File: config.mk
export PLATFORM = sky130hd
export DESIGN_NAME = pll_div_pfd
export DESIGN_NICKNAME = d
export VERILOG_FILES = /design/src/rtl/pll_div_pfd_pkg.sv /design/src/rtl/pin_sync.sv /design/src/rtl/tick_div.sv /design/src/rtl/edge_pfd.sv /design/src/rtl/pll_div_pfd.sv
export SDC_FILE = /design/constraint.sdc
export NUM_CORES = 1
export LEC_CHECK = 0
export BUFFER_PORTS_ARGS = -buffer_cell sky130_fd_sc_hd__buf_2
export CELL_PAD_IN_SITES_DETAIL_PLACEMENT = 1
export CELL_PAD_IN_SITES_GLOBAL_PLACEMENT = 1
export CORE_MARGIN = 2
export CORE_UTILIZATION = 27
export CTS_CLUSTER_SIZE = 24
export DETAILED_ROUTE_END_ITERATION = 12
export GPL_ROUTABILITY_DRIVEN = 0
export MAX_ROUTING_LAYER = met4
export PLACE_DENSITY = 0.53
export SYNTH_ARGS = -nofsm -noshare
export SYNTH_HDL_FRONTEND = slang
export SYNTH_SLANG_ARGS = --single-unit
export TNS_END_PERCENT = 10
File: constraint.sdc
create_clock -name clk_i -period 5.7 [get_ports clk_i]
set_clock_uncertainty 0.1 [all_clocks]
set_input_delay 0 -clock clk_i [delete_from_list [all_inputs] [get_ports clk_i]]
set_output_delay 0 -clock clk_i [all_outputs]
set_load 0.01 [all_outputs]
File: src/rtl/pll_div_pfd_pkg.sv
package pll_div_pfd_pkg;
  typedef enum logic [1:0] {
    MODE_NORMAL   = 2'b00,
    MODE_PUMP_OFF = 2'b01,
    MODE_DIV_OUT  = 2'b10,
    MODE_EXT_IN   = 2'b11
  } test_mode_e;
endpackage

File: src/rtl/pin_sync.sv
module pin_sync #(
  parameter int W      = 2,
  parameter int STAGES = 2
) (
  input  logic         clk_i,
  input  logic         rst_ni,
  input  logic [W-1:0] d_i,
  output logic [W-1:0] q_o
);
  logic [W-1:0] stg_q [STAGES];

  always_ff @(posedge clk_i or negedge rst_ni) begin
    if (!rst_ni) begin
      for (int i = 0; i < STAGES; i++) stg_q[i] <= '0;
    end else begin
      stg_q[0] <= d_i;
      for (int i = 1; i < STAGES; i++) stg_q[i] <= stg_q[i-1];
    end
  end

  assign q_o = stg_q[STAGES-1];
endmodule

File: src/rtl/tick_div.sv
module tick_div #(
  parameter int CW          = 15,
  parameter int NMIN        = 256,
  parameter int RESET_RATIO = 256
) (
  input  logic          clk_i,
  input  logic          rst_ni,
  input  logic          tick_i,
  input  logic [CW-1:0] ratio_i,
  input  logic          ratio_wr_i,
  output logic          div_o
);
  localparam logic [CW-1:0] ONE   = CW'(1);
  localparam logic [CW-1:0] MIN_R = CW'(NMIN);
  localparam logic [CW-1:0] RST_R = CW'(RESET_RATIO);

  logic [CW-1:0] cnt_q, act_q, pend_q;
  logic [CW-1:0] cnt_n, act_n;
  logic          wrap;
  logic          div_q;

  function automatic logic [CW-1:0] floor_ratio(input logic [CW-1:0] r);
    return (r < MIN_R) ? MIN_R : r;
  endfunction

  assign wrap = tick_i && (cnt_q == act_q - ONE);

  always_comb begin
    cnt_n = cnt_q;
    act_n = act_q;
    if (tick_i) begin
      if (wrap) begin
        cnt_n = '0;
        act_n = floor_ratio(pend_q);  // reload only at wrap: no runt period
      end else begin
        cnt_n = cnt_q + ONE;
      end
    end
  end

  always_ff @(posedge clk_i or negedge rst_ni) begin
    if (!rst_ni) begin
      cnt_q  <= '0;
      act_q  <= RST_R;
      pend_q <= RST_R;
      div_q  <= 1'b0;
    end else begin
      cnt_q <= cnt_n;
      act_q <= act_n;
      if (ratio_wr_i) pend_q <= ratio_i;
      div_q <= (cnt_n >= (act_n >> 1));  // low half starts at wrap
    end
  end

  assign div_o = div_q;

  p_cnt_below_ratio_r1: assert property (@(posedge clk_i) disable iff (!rst_ni)
    cnt_q < act_q);
  p_ratio_floor_r2: assert property (@(posedge clk_i) disable iff (!rst_ni)
    act_q >= MIN_R);
  p_reload_at_wrap_r3: assert property (@(posedge clk_i) disable iff (!rst_ni)
    !wrap |=> $stable(act_q));
  p_fall_at_wrap_r1: assert property (@(posedge clk_i) disable iff (!rst_ni)
    (wrap && div_q) |=> !div_q);
endmodule

File: src/rtl/edge_pfd.sv
module edge_pfd (
  input  logic clk_i,
  input  logic rst_ni,
  input  logic ref_i,
  input  logic vco_i,
  output logic up_o,
  output logic dn_o
);
  logic ref_q, vco_q;
  logic up_q, dn_q;
  logic ref_fall, vco_fall;
  logic up_set, dn_set;

  assign ref_fall = ref_q & ~ref_i;
  assign vco_fall = vco_q & ~vco_i;
  assign up_set   = up_q | vco_fall;
  assign dn_set   = dn_q | ref_fall;

  always_ff @(posedge clk_i or negedge rst_ni) begin
    if (!rst_ni) begin
      ref_q <= 1'b0;
      vco_q <= 1'b0;
      up_q  <= 1'b0;
      dn_q  <= 1'b0;
    end else begin
      ref_q <= ref_i;
      vco_q <= vco_i;
      // both latched: clear both in the same cycle
      if (up_set && dn_set) begin
        up_q <= 1'b0;
        dn_q <= 1'b0;
      end else begin
        up_q <= up_set;
        dn_q <= dn_set;
      end
    end
  end

  assign up_o = up_q;
  assign dn_o = dn_q;

  p_never_both_r7: assert property (@(posedge clk_i) disable iff (!rst_ni)
    !(up_q && dn_q));
  p_up_starts_r5: assert property (@(posedge clk_i) disable iff (!rst_ni)
    (vco_fall && !ref_fall && !dn_q) |=> up_q);
  p_dn_starts_r6: assert property (@(posedge clk_i) disable iff (!rst_ni)
    (ref_fall && !vco_fall && !up_q) |=> dn_q);
  p_coincident_quiet_r7: assert property (@(posedge clk_i) disable iff (!rst_ni)
    (ref_fall && vco_fall && !up_q && !dn_q) |=> (!up_q && !dn_q));
endmodule

File: src/rtl/pll_div_pfd.sv
module pll_div_pfd
  import pll_div_pfd_pkg::*;
#(
  parameter int NW          = 15,
  parameter int NMIN        = 256,
  parameter int REF_RATIO   = 64,
  parameter int SYNC_STAGES = 2
) (
  input  logic          clk_i,
  input  logic          rst_ni,
  input  logic          vco_tick_i,
  input  logic          xtal_tick_i,
  input  logic [NW-1:0] ratio_i,
  input  logic          ratio_wr_i,
  input  logic          t1_i,
  input  logic          t0_i,
  input  logic          cur_sel_i,
  input  logic          ext_vco_i,
  input  logic          ext_ref_i,
  output logic          up_o,
  output logic          dn_o,
  output logic          pump_hiz_o,
  output logic          pump_hi_o,
  output logic          port1_o,
  output logic          port0_o,
  output logic          test_drive_o
);
  localparam int RW = $clog2(REF_RATIO + 1);

  test_mode_e mode;
  logic       vco_div, ref_div;
  logic [1:0] ext_s;
  logic       pfd_vco, pfd_ref;
  logic       up_raw, dn_raw;
  logic       pump_off;

  assign mode     = test_mode_e'({t1_i, t0_i});
  assign pump_off = (mode == MODE_PUMP_OFF);

  tick_div #(.CW(NW), .NMIN(NMIN), .RESET_RATIO(NMIN)) u_vco_div (
    .clk_i, .rst_ni,
    .tick_i     (vco_tick_i),
    .ratio_i    (ratio_i),
    .ratio_wr_i (ratio_wr_i),
    .div_o      (vco_div)
  );

  tick_div #(.CW(RW), .NMIN(REF_RATIO), .RESET_RATIO(REF_RATIO)) u_ref_div (
    .clk_i, .rst_ni,
    .tick_i     (xtal_tick_i),
    .ratio_i    (RW'(REF_RATIO)),
    .ratio_wr_i (1'b0),
    .div_o      (ref_div)
  );

  pin_sync #(.W(2), .STAGES(SYNC_STAGES)) u_ext_sync (
    .clk_i, .rst_ni,
    .d_i ({ext_vco_i, ext_ref_i}),
    .q_o (ext_s)
  );

  always_comb begin
    if (mode == MODE_EXT_IN) begin
      pfd_vco = ext_s[1];
      pfd_ref = ext_s[0];
    end else begin
      pfd_vco = vco_div;
      pfd_ref = ref_div;
    end
  end

  edge_pfd u_pfd (
    .clk_i, .rst_ni,
    .ref_i (pfd_ref),
    .vco_i (pfd_vco),
    .up_o  (up_raw),
    .dn_o  (dn_raw)
  );

  assign up_o         = up_raw & ~pump_off;
  assign dn_o         = dn_raw & ~pump_off;
  assign pump_hiz_o   = pump_off | ~(up_raw | dn_raw);
  assign pump_hi_o    = cur_sel_i;
  assign test_drive_o = (mode == MODE_DIV_OUT);
  assign port1_o      = test_drive_o & vco_div;
  assign port0_o      = test_drive_o & ref_div;

  p_pump_off_r8: assert property (@(posedge clk_i) disable iff (!rst_ni)
    pump_off |-> (pump_hiz_o && !up_o && !dn_o));
  p_hiz_idle_r9: assert property (@(posedge clk_i) disable iff (!rst_ni)
    !pump_off |-> (pump_hiz_o == !(up_o || dn_o)));
  p_ports_quiet_r10: assert property (@(posedge clk_i) disable iff (!rst_ni)
    (mode != MODE_DIV_OUT) |-> (!port0_o && !port1_o && !test_drive_o));
  p_cur_follow_r12: assert property (@(posedge clk_i) disable iff (!rst_ni)
    pump_hi_o == cur_sel_i);
endmodule

==> impl_metrics.py, run 1 <==
metrics = {
    "outcome": {
        "status": "finished, final reports clean",
    },
    "power_and_ir_drop": {
        "power.switching_uw": 809,
        "power_leakage_nw": 2.32,
        "cellPowerDensity_mw_per_mm2": 449,
        "report.power.total_mw": 2.20,
        "sw_frac_of_total": 0.367,
        "internal-power_mw": 1.40,
        "ir_drop_uv": 186,
        "p_comb_frac": 0.370,
        "p_seq_frac": 0.352,
        "power_frac_clock": 0.278,
    },
    "cts": {
        "postCtsHoldBufs": 23,
        "cts_resized": 0,
        "clk_pin_slew_ps": 70,
        "post_cts_buffers": 0,
        "clk-insertion-delay-late_ps": 350,
        "cts_buffers": 9,
        "clock_path_buffers": 2,
        "htreeDepth": 3,
        "clockRootBuffer": "clkbuf_16",
        "cts_tree": "done",
        "cts_sinks": 68,
    },
    "grt": {
        "grt_pass1_vias": 3208,
        "grt_pass1_wl_um": 16700,
        "grt_use_total": 0.137,
        "grt_max_degree": 69,
        "grt_overflow": 0,
        "antenna_found_initial": 0,
    },
    "yosys": {
        "ys_ff_latch": 68,
        "synth_top_area_share": 0.402,
        "synth_top_area_cell": "dfrtp_1",
        "synth.area.top_cells": "dfrtp_1 (40%), ha_1 (7.4%), mux2_2 (6.4%)",
        "ys.flop_type": "dfrtp_1",
        "ys_seq_area_frac": 0.422,
        "ys_async_sr_fraction": 1.00,
        "syn_area_mm2": 0.00405,
        "synthCells": 385,
        "ys_warn_count": 0,
        "synth.avg_cell_area_um2": 10.5,
        "synthDistinctLibCells": 49,
        "synth-edff-count": 0,
        "synth_fp_nets": 434,
    },
    "timing": {
        "worst_hold_slack_ps": 69.1,
        "fin_crit_sh": 0.822,
        "max_freq_mhz": 213,
        "rsz0062_at_grt": "no",
        "final_hold_viol_count": 0,
        "setup_viol": 0,
        "relSlewSlack": 0.405,
        "fin_crit_ps": 4690,
        "setup_ws_ps": 1010,
        "worstMarginPinSlew_ps": 892,
        "drv_slew": 0,
        "finalSetupTns_ps": 0,
    },
    "placement": {
        "io_buffer_count": 29,
        "dp.cells": 588,
        "dp_hpwl_um": 7070,
        "place_ws_ps": 1030,
        "postPlaceCellArea_mm2": 0.00436,
    },
    "worst_hold_path": {
        "hold_class": "input port to flip-flop",
    },
    "floorplanning": {
        "dieHeight_um": 126,
        "fp-row-count": 44,
        "start_util": 0.277,
        "pin_count": 32,
        "die_width_um": 126,
        "core_area_mm2": 0.0146,
        "die_area_mm2": 0.0160,
    },
    "cells_and_area": {
        "mostFrequentLayoutCell": "dfrtp_1",
        "layoutNonFillerInstCount": 627,
        "n_antenna_cell": 0,
        "nFillCells": 1620,
        "area_delta_synth_final_pct": 21.5,
        "drive_above_1_share": 0.192,
        "post-route-util": 0.337,
        "mostFrequentLayoutCells": "dfrtp_1 (65), nor2_1 (38), buf_2 (29)",
        "final_net_count": 487,
        "final_cell_area_mm2": 0.00491,
    },
    "routing": {
        "avgViaCountPerCell": 4.72,
        "vias": 2959,
        "wl_per_cell_um": 15.3,
        "drt_iter0_markers": 108,
        "wl_um": 9620,
        "postRouteAntennaNets": 0,
        "dr.pass1.iters": 4,
        "drc": 0,
    },
    "critical_path": {
        "arrival_ps": 4790,
        "start_kind": "flip-flop",
        "endpoint_kind": "flip-flop",
        "required_ps": 5810,
        "cp_max_fo": 10,
        "worst-setup-path-type": "flip-flop to flip-flop",
    },
    "flow_run": {
        "cap_violations": 0,
    },
}
==> synthesized netlist by cell type, types with 6 or more instances <==
master and instances:
a21oi_1 10, and2_1 10, clkbuf_1 8, dfrtp_1 65
ha_1 24, inv_1 16, mux2_2 23, mux2i_1 20
nand2_1 19, nand2b_1 15, nand3_1 9, nand4_1 9
nor2_1 38, nor2b_1 8, o21ai_0 6, xnor2_1 21
xor2_1 24
==> power groups by stage <==
stage | Combinational (mW) | Sequential (mW) | Clock (mW)
finish | 0.815 | 0.776 | 0.614
global placement | 0.785 | 0.780 | 0
CTS | 0.836 | 0.776 | 0.635
floorplan | 0.666 | 0.709 | 0
global route | 0.949 | 0.799 | 0.650
detailed placement | 0.815 | 0.784 | 0
==> per-layer routing <==
metal	GRT usage	share of wire	vias up
li1	-	-	1445
met1	0.168	0.46	1481
met2	0.223	0.50	22
met3	0.0215	0.017	11
met4	0.0621	0.020	0
met5	-	0	-
==> state kept, by name, summed over array words and instances, names as in the netlist <==
register,flops
u_ext_sync.q_o,2
u_ext_sync.stg_q,2
u_pfd.dn_o,1
u_pfd.ref_q,1
u_pfd.up_o,1
u_pfd.vco_q,1
u_ref_div.act_q,6
u_ref_div.cnt_q,7
u_ref_div.div_o,1
u_vco_div.act_q,15
u_vco_div.cnt_q,15
u_vco_div.div_o,1
u_vco_div.pend_q,15
==> critical path, stage by stage (launching register included) <==
cell,delay (ps)
dfrtp_1,400
inv_1,90
ha_1,210
or4b_4,520
nor4_4,360
mux2i_1,130
mux2i_1,150
a22oi_1,110
or4_1,830
mux2i_1,300
ha_1,260
nand2b_1,140
a21oi_1,150
nor2b_1,60
o2111ai_1,170
a21oi_1,110
o41ai_1,280
o211ai_1,150
==> cell families (layout without fill, tap and decap cells) <==
| kind of cell | count (synthesis) | count (layout) | share of synthesized area |
|---|---|---|---|
| adders and majority gates | 24 | 24 | 0.0742 |
| buffers and inverters | 30 | 88 | 0.0377 |
| xor gates and xnor gates | 45 | 45 | 0.0974 |
| AOI/OAI and AO/OA | 36 | 36 | 0.0582 |
| DFF | 68 | 68 | 0.422 |
| and+or+nand+nor | 134 | 134 | 0.179 |
| muxes | 48 | 48 | 0.132 |
==> cell type report <==
cell class / count / area [um2] / area share
multi-input cells: 287 / 2190 / 0.445
clock buffers: 9 / 225 / 0.0458
flip-flops and latches: 68 / 1710 / 0.347
well taps: 184 / 230 / 0.0469
repair buffers: 56 / 405 / 0.0825
inverters: 16 / 60.1 / 0.0122
clock inverters: 7 / 100 / 0.0204
==> worst paths after layout <==
path / startpoint / slack, ps / depth (start not counted) / end
max: u_vco_div.act_q[0]$_DFFE_PN0P_ / 1010 / 17 / u_vco_div.div_o$_DFF_PN0_
min reg2reg: u_ext_sync.stg_q[3]$_DFF_PN0_ / 250 / 0 / u_ext_sync.q_o[1]$_DFF_PN0_
max reg2reg: u_vco_div.act_q[0]$_DFFE_PN0P_ / 1010 / 17 / u_vco_div.div_o$_DFF_PN0_
min: ratio_wr_i / 70 / 2 / u_vco_div.pend_q[1]$_DFFE_PN0P_
min in group asynchronous: rst_ni / 270 / 3 / u_vco_div.cnt_q[5]$_DFF_PN0_
max in group asynchronous: rst_ni / 4620 / 3 / u_ref_div.act_q[4]$_DFF_PN0_
Power figures use the tool's default switching activity.
==> inputs of run 2 (changes only) <==
Clock period 5.7 ns to 4.7 ns, I/O delays scaled along.
==> run 2 against run 1 <==
Worst setup slack lost 580 ps. Non-clock buffer count grew 2. Combinational power grew 22%. Count of clock-buffer cells in the layout is the same. First-iteration DRC count shrank 45%. Utilization is essentially flat. Worst hold slack gained 6.5 ps. Clock power grew 11%. Sequential share of layout area is essentially flat. Register-to-register slack lost 580 ps. Critical path type unchanged. Critical endpoint unchanged. Highest routed layer unchanged.
==> impl_metrics.py, run 2 (synthesis gave the netlist of run 1 again) <==
metrics = {
    "critical_path": {
        "startpoint": "u_vco_div.act_q[0]$_DFFE_PN0P_",
        "path_common_cell": "mux2i_1",
        "cp_slowest_cell": "or4_4",
        "critPathCapture": "u_vco_div.div_o$_DFF_PN0_",
        "cp_max_fo": 7,
        "reg2reg_to": "u_vco_div.div_o$_DFF_PN0_",
        "reg2reg_from": "u_vco_div.act_q[0]$_DFFE_PN0P_",
        "crit_chain": "inv_1, ha_1, or4b_4, nor4_4, mux2i_1, mux2i_1, a22oi_1, or4_4, buf_4, mux2i_1, ha_1, a21oi_1, nor2b_1, o2111ai_1, a21oi_1, o41ai_1, o211ai_1",
        "worst-r2r-setup-slack_ps": 430,
        "required_ps": 4810,
        "cp_slowest_stage_delay_ps": 580,
        "endpoint_kind": "flip-flop",
        "reg2reg_depth": 17,
        "crit_cells": 17,
        "worst-setup-path-type": "flip-flop to flip-flop",
        "start_kind": "flip-flop",
        "crit_buf_inv": 2,
        "arrival_ps": 4380,
        "critPathTopFamily": "simple AND/OR/NAND/NOR gates",
    },
    "timing": {
        "max_freq_mhz": 234,
        "fin_crit_ps": 4270,
        "relSlewSlack": 0.597,
        "final_hold_viol_count": 0,
        "fin_crit_sh": 0.908,
        "setup_viol": 0,
        "rsz0062_at_grt": "no",
        "drv_slew": 0,
        "worstMarginPinSlew_ps": 605,
        "finalSetupTns_ps": 0,
    },
    "grt": {
        "grt_use_total": 0.135,
        "grt_pass1_vias": 3284,
        "grt_overflow": 0,
        "grt_pass1_wl_um": 16500,
        "grt_max_degree": 47,
        "antenna_found_initial": 0,
    },
    "power_and_ir_drop": {
        "power_leakage_nw": 2.32,
        "cellPowerDensity_mw_per_mm2": 533,
        "ir_drop_uv": 292,
    },
    "worst_hold_path": {
        "hold_class": "input port to flip-flop",
        "min_delay_path_depth": 2,
    },
    "cts": {
        "cts_tree": "done",
        "clockRootBuffer": "clkbuf_16",
        "clock_path_buffers": 2,
        "cts_buffers": 9,
        "post_cts_buffers": 0,
        "clk_pin_slew_ps": 60,
        "cts_sinks": 68,
        "clk-insertion-delay-late_ps": 340,
        "htreeDepth": 3,
    },
    "placement": {
        "dp_hpwl_um": 7320,
        "dp.cells": 590,
        "io_buffer_count": 29,
    },
    "floorplanning": {
        "start_util": 0.277,
        "core_area_mm2": 0.0146,
        "die_width_um": 126,
        "dieHeight_um": 126,
        "fp-row-count": 44,
        "pin_count": 32,
        "die_area_mm2": 0.0160,
    },
    "cells_and_area": {
        "area_delta_synth_final_pct": 21.4,
        "reg_top3": "u_vco_div.act_q: 15 flops, u_vco_div.cnt_q: 15 flops, u_vco_div.pend_q: 15 flops",
        "drive_above_1_share": 0.200,
        "n_antenna_cell": 0,
        "layoutNonFillerInstCount": 629,
        "mostFrequentLayoutCell": "dfrtp_1",
        "final_net_count": 489,
        "mostFrequentLayoutCells": "dfrtp_1 (65), nor2_1 (37), buf_2 (29)",
    },
    "routing": {
        "wl_per_cell_um": 15.3,
        "avgViaCountPerCell": 4.72,
        "wl_um": 9640,
        "vias": 2967,
        "drc": 0,
        "drt_iter0_markers": 59,
        "postRouteAntennaNets": 0,
        "dr.pass1.iters": 4,
    },
    "outcome": {
        "status": "finished, final reports clean",
    },
    "flow_run": {
        "cap_violations": 0,
    },
}
==> run 2: cell count changes in the layout (fill, tap and decap cells not counted) <==
cell	before	now
nor2_1	38	37
clkinv_2	0	1
inv_6	1	2
buf_4	4	6
or4_1	1	0
or4_4	0	1
nor2_2	0	1
bufinv_16	2	1
clkinv_4	1	0
==> run 2: worst min path at each step <==
stage                                      end  startpoint  slack [ps]
2_1_floorplan      u_ext_sync.q_o[0]$_DFF_PN0_      rst_ni        -400
3_3_place_gp                         pump_hi_o   cur_sel_i        -100
3_5_place_dp                         pump_hi_o   cur_sel_i        -100
4_1_cts        u_vco_div.pend_q[3]$_DFFE_PN0P_  ratio_wr_i          70
5_1_grt        u_vco_div.pend_q[3]$_DFFE_PN0P_  ratio_wr_i          80
6_report       u_vco_div.pend_q[3]$_DFFE_PN0P_  ratio_wr_i          80
==> run 2: layer usage <==
layer,vias to the layer above,share of wire,global-route usage
met5,-,0,-
met4,0,0.016,0.0608
met3,13,0.022,0.0257
met2,28,0.50,0.223
met1,1475,0.46,0.160
li1,1451,-,-
==> run 2: worst reg2reg max path: stages, from the launching register on <==
cell,delay (ps)
dfrtp_1,390
inv_1,90
ha_1,220
or4b_4,520
nor4_4,360
mux2i_1,120
mux2i_1,140
a22oi_1,110
or4_4,580
buf_4,210
mux2i_1,130
ha_1,300
a21oi_1,130
nor2b_1,60
o2111ai_1,160
a21oi_1,100
o41ai_1,270
o211ai_1,130
==> run 2: area by class of cell <==
cell class / count / area [um2]
Clock buffer: 9 / 225
Clock inverter: 7 / 75.1
Fill cell: 1643 / 9680
Inverter: 16 / 60.1
Multi-Input combinational cell: 287 / 2190
Sequential cell: 68 / 1710
Tap cell: 184 / 230
Timing Repair Buffer: 58 / 420
==> run 2: what timing repair did <==
item                                   CTS  global route
endpoints found under the hold margin   46             0
setup endpoints to repair                0             1
gates resized for setup                  0             2
hold buffers                            23             0
==> run 2: power by group <==
group          internal (mW)  switching, mW  leakage [nW]  total (mW)
clock                  0.413          0.271         0.138       0.684
combinational          0.488          0.504          1.34       0.992
sequential             0.739          0.204         0.848       0.943
total                   1.64          0.978          2.32        2.62
==> run 2: through the flow <==
stage	worst slack, ps	util	area [um2]	power, mW	hold WS (ps)
after floorplan	492	-	4050	1.67	-396
after CTS	281	0.336	4900	2.67	72.8
after detailed placement	309	0.300	4370	1.94	-99.9
after global routing	89.6	0.337	4910	2.84	84.2
after global placement	440	0.300	4370	1.90	-99.9
final	435	0.337	4910	2.62	75.6
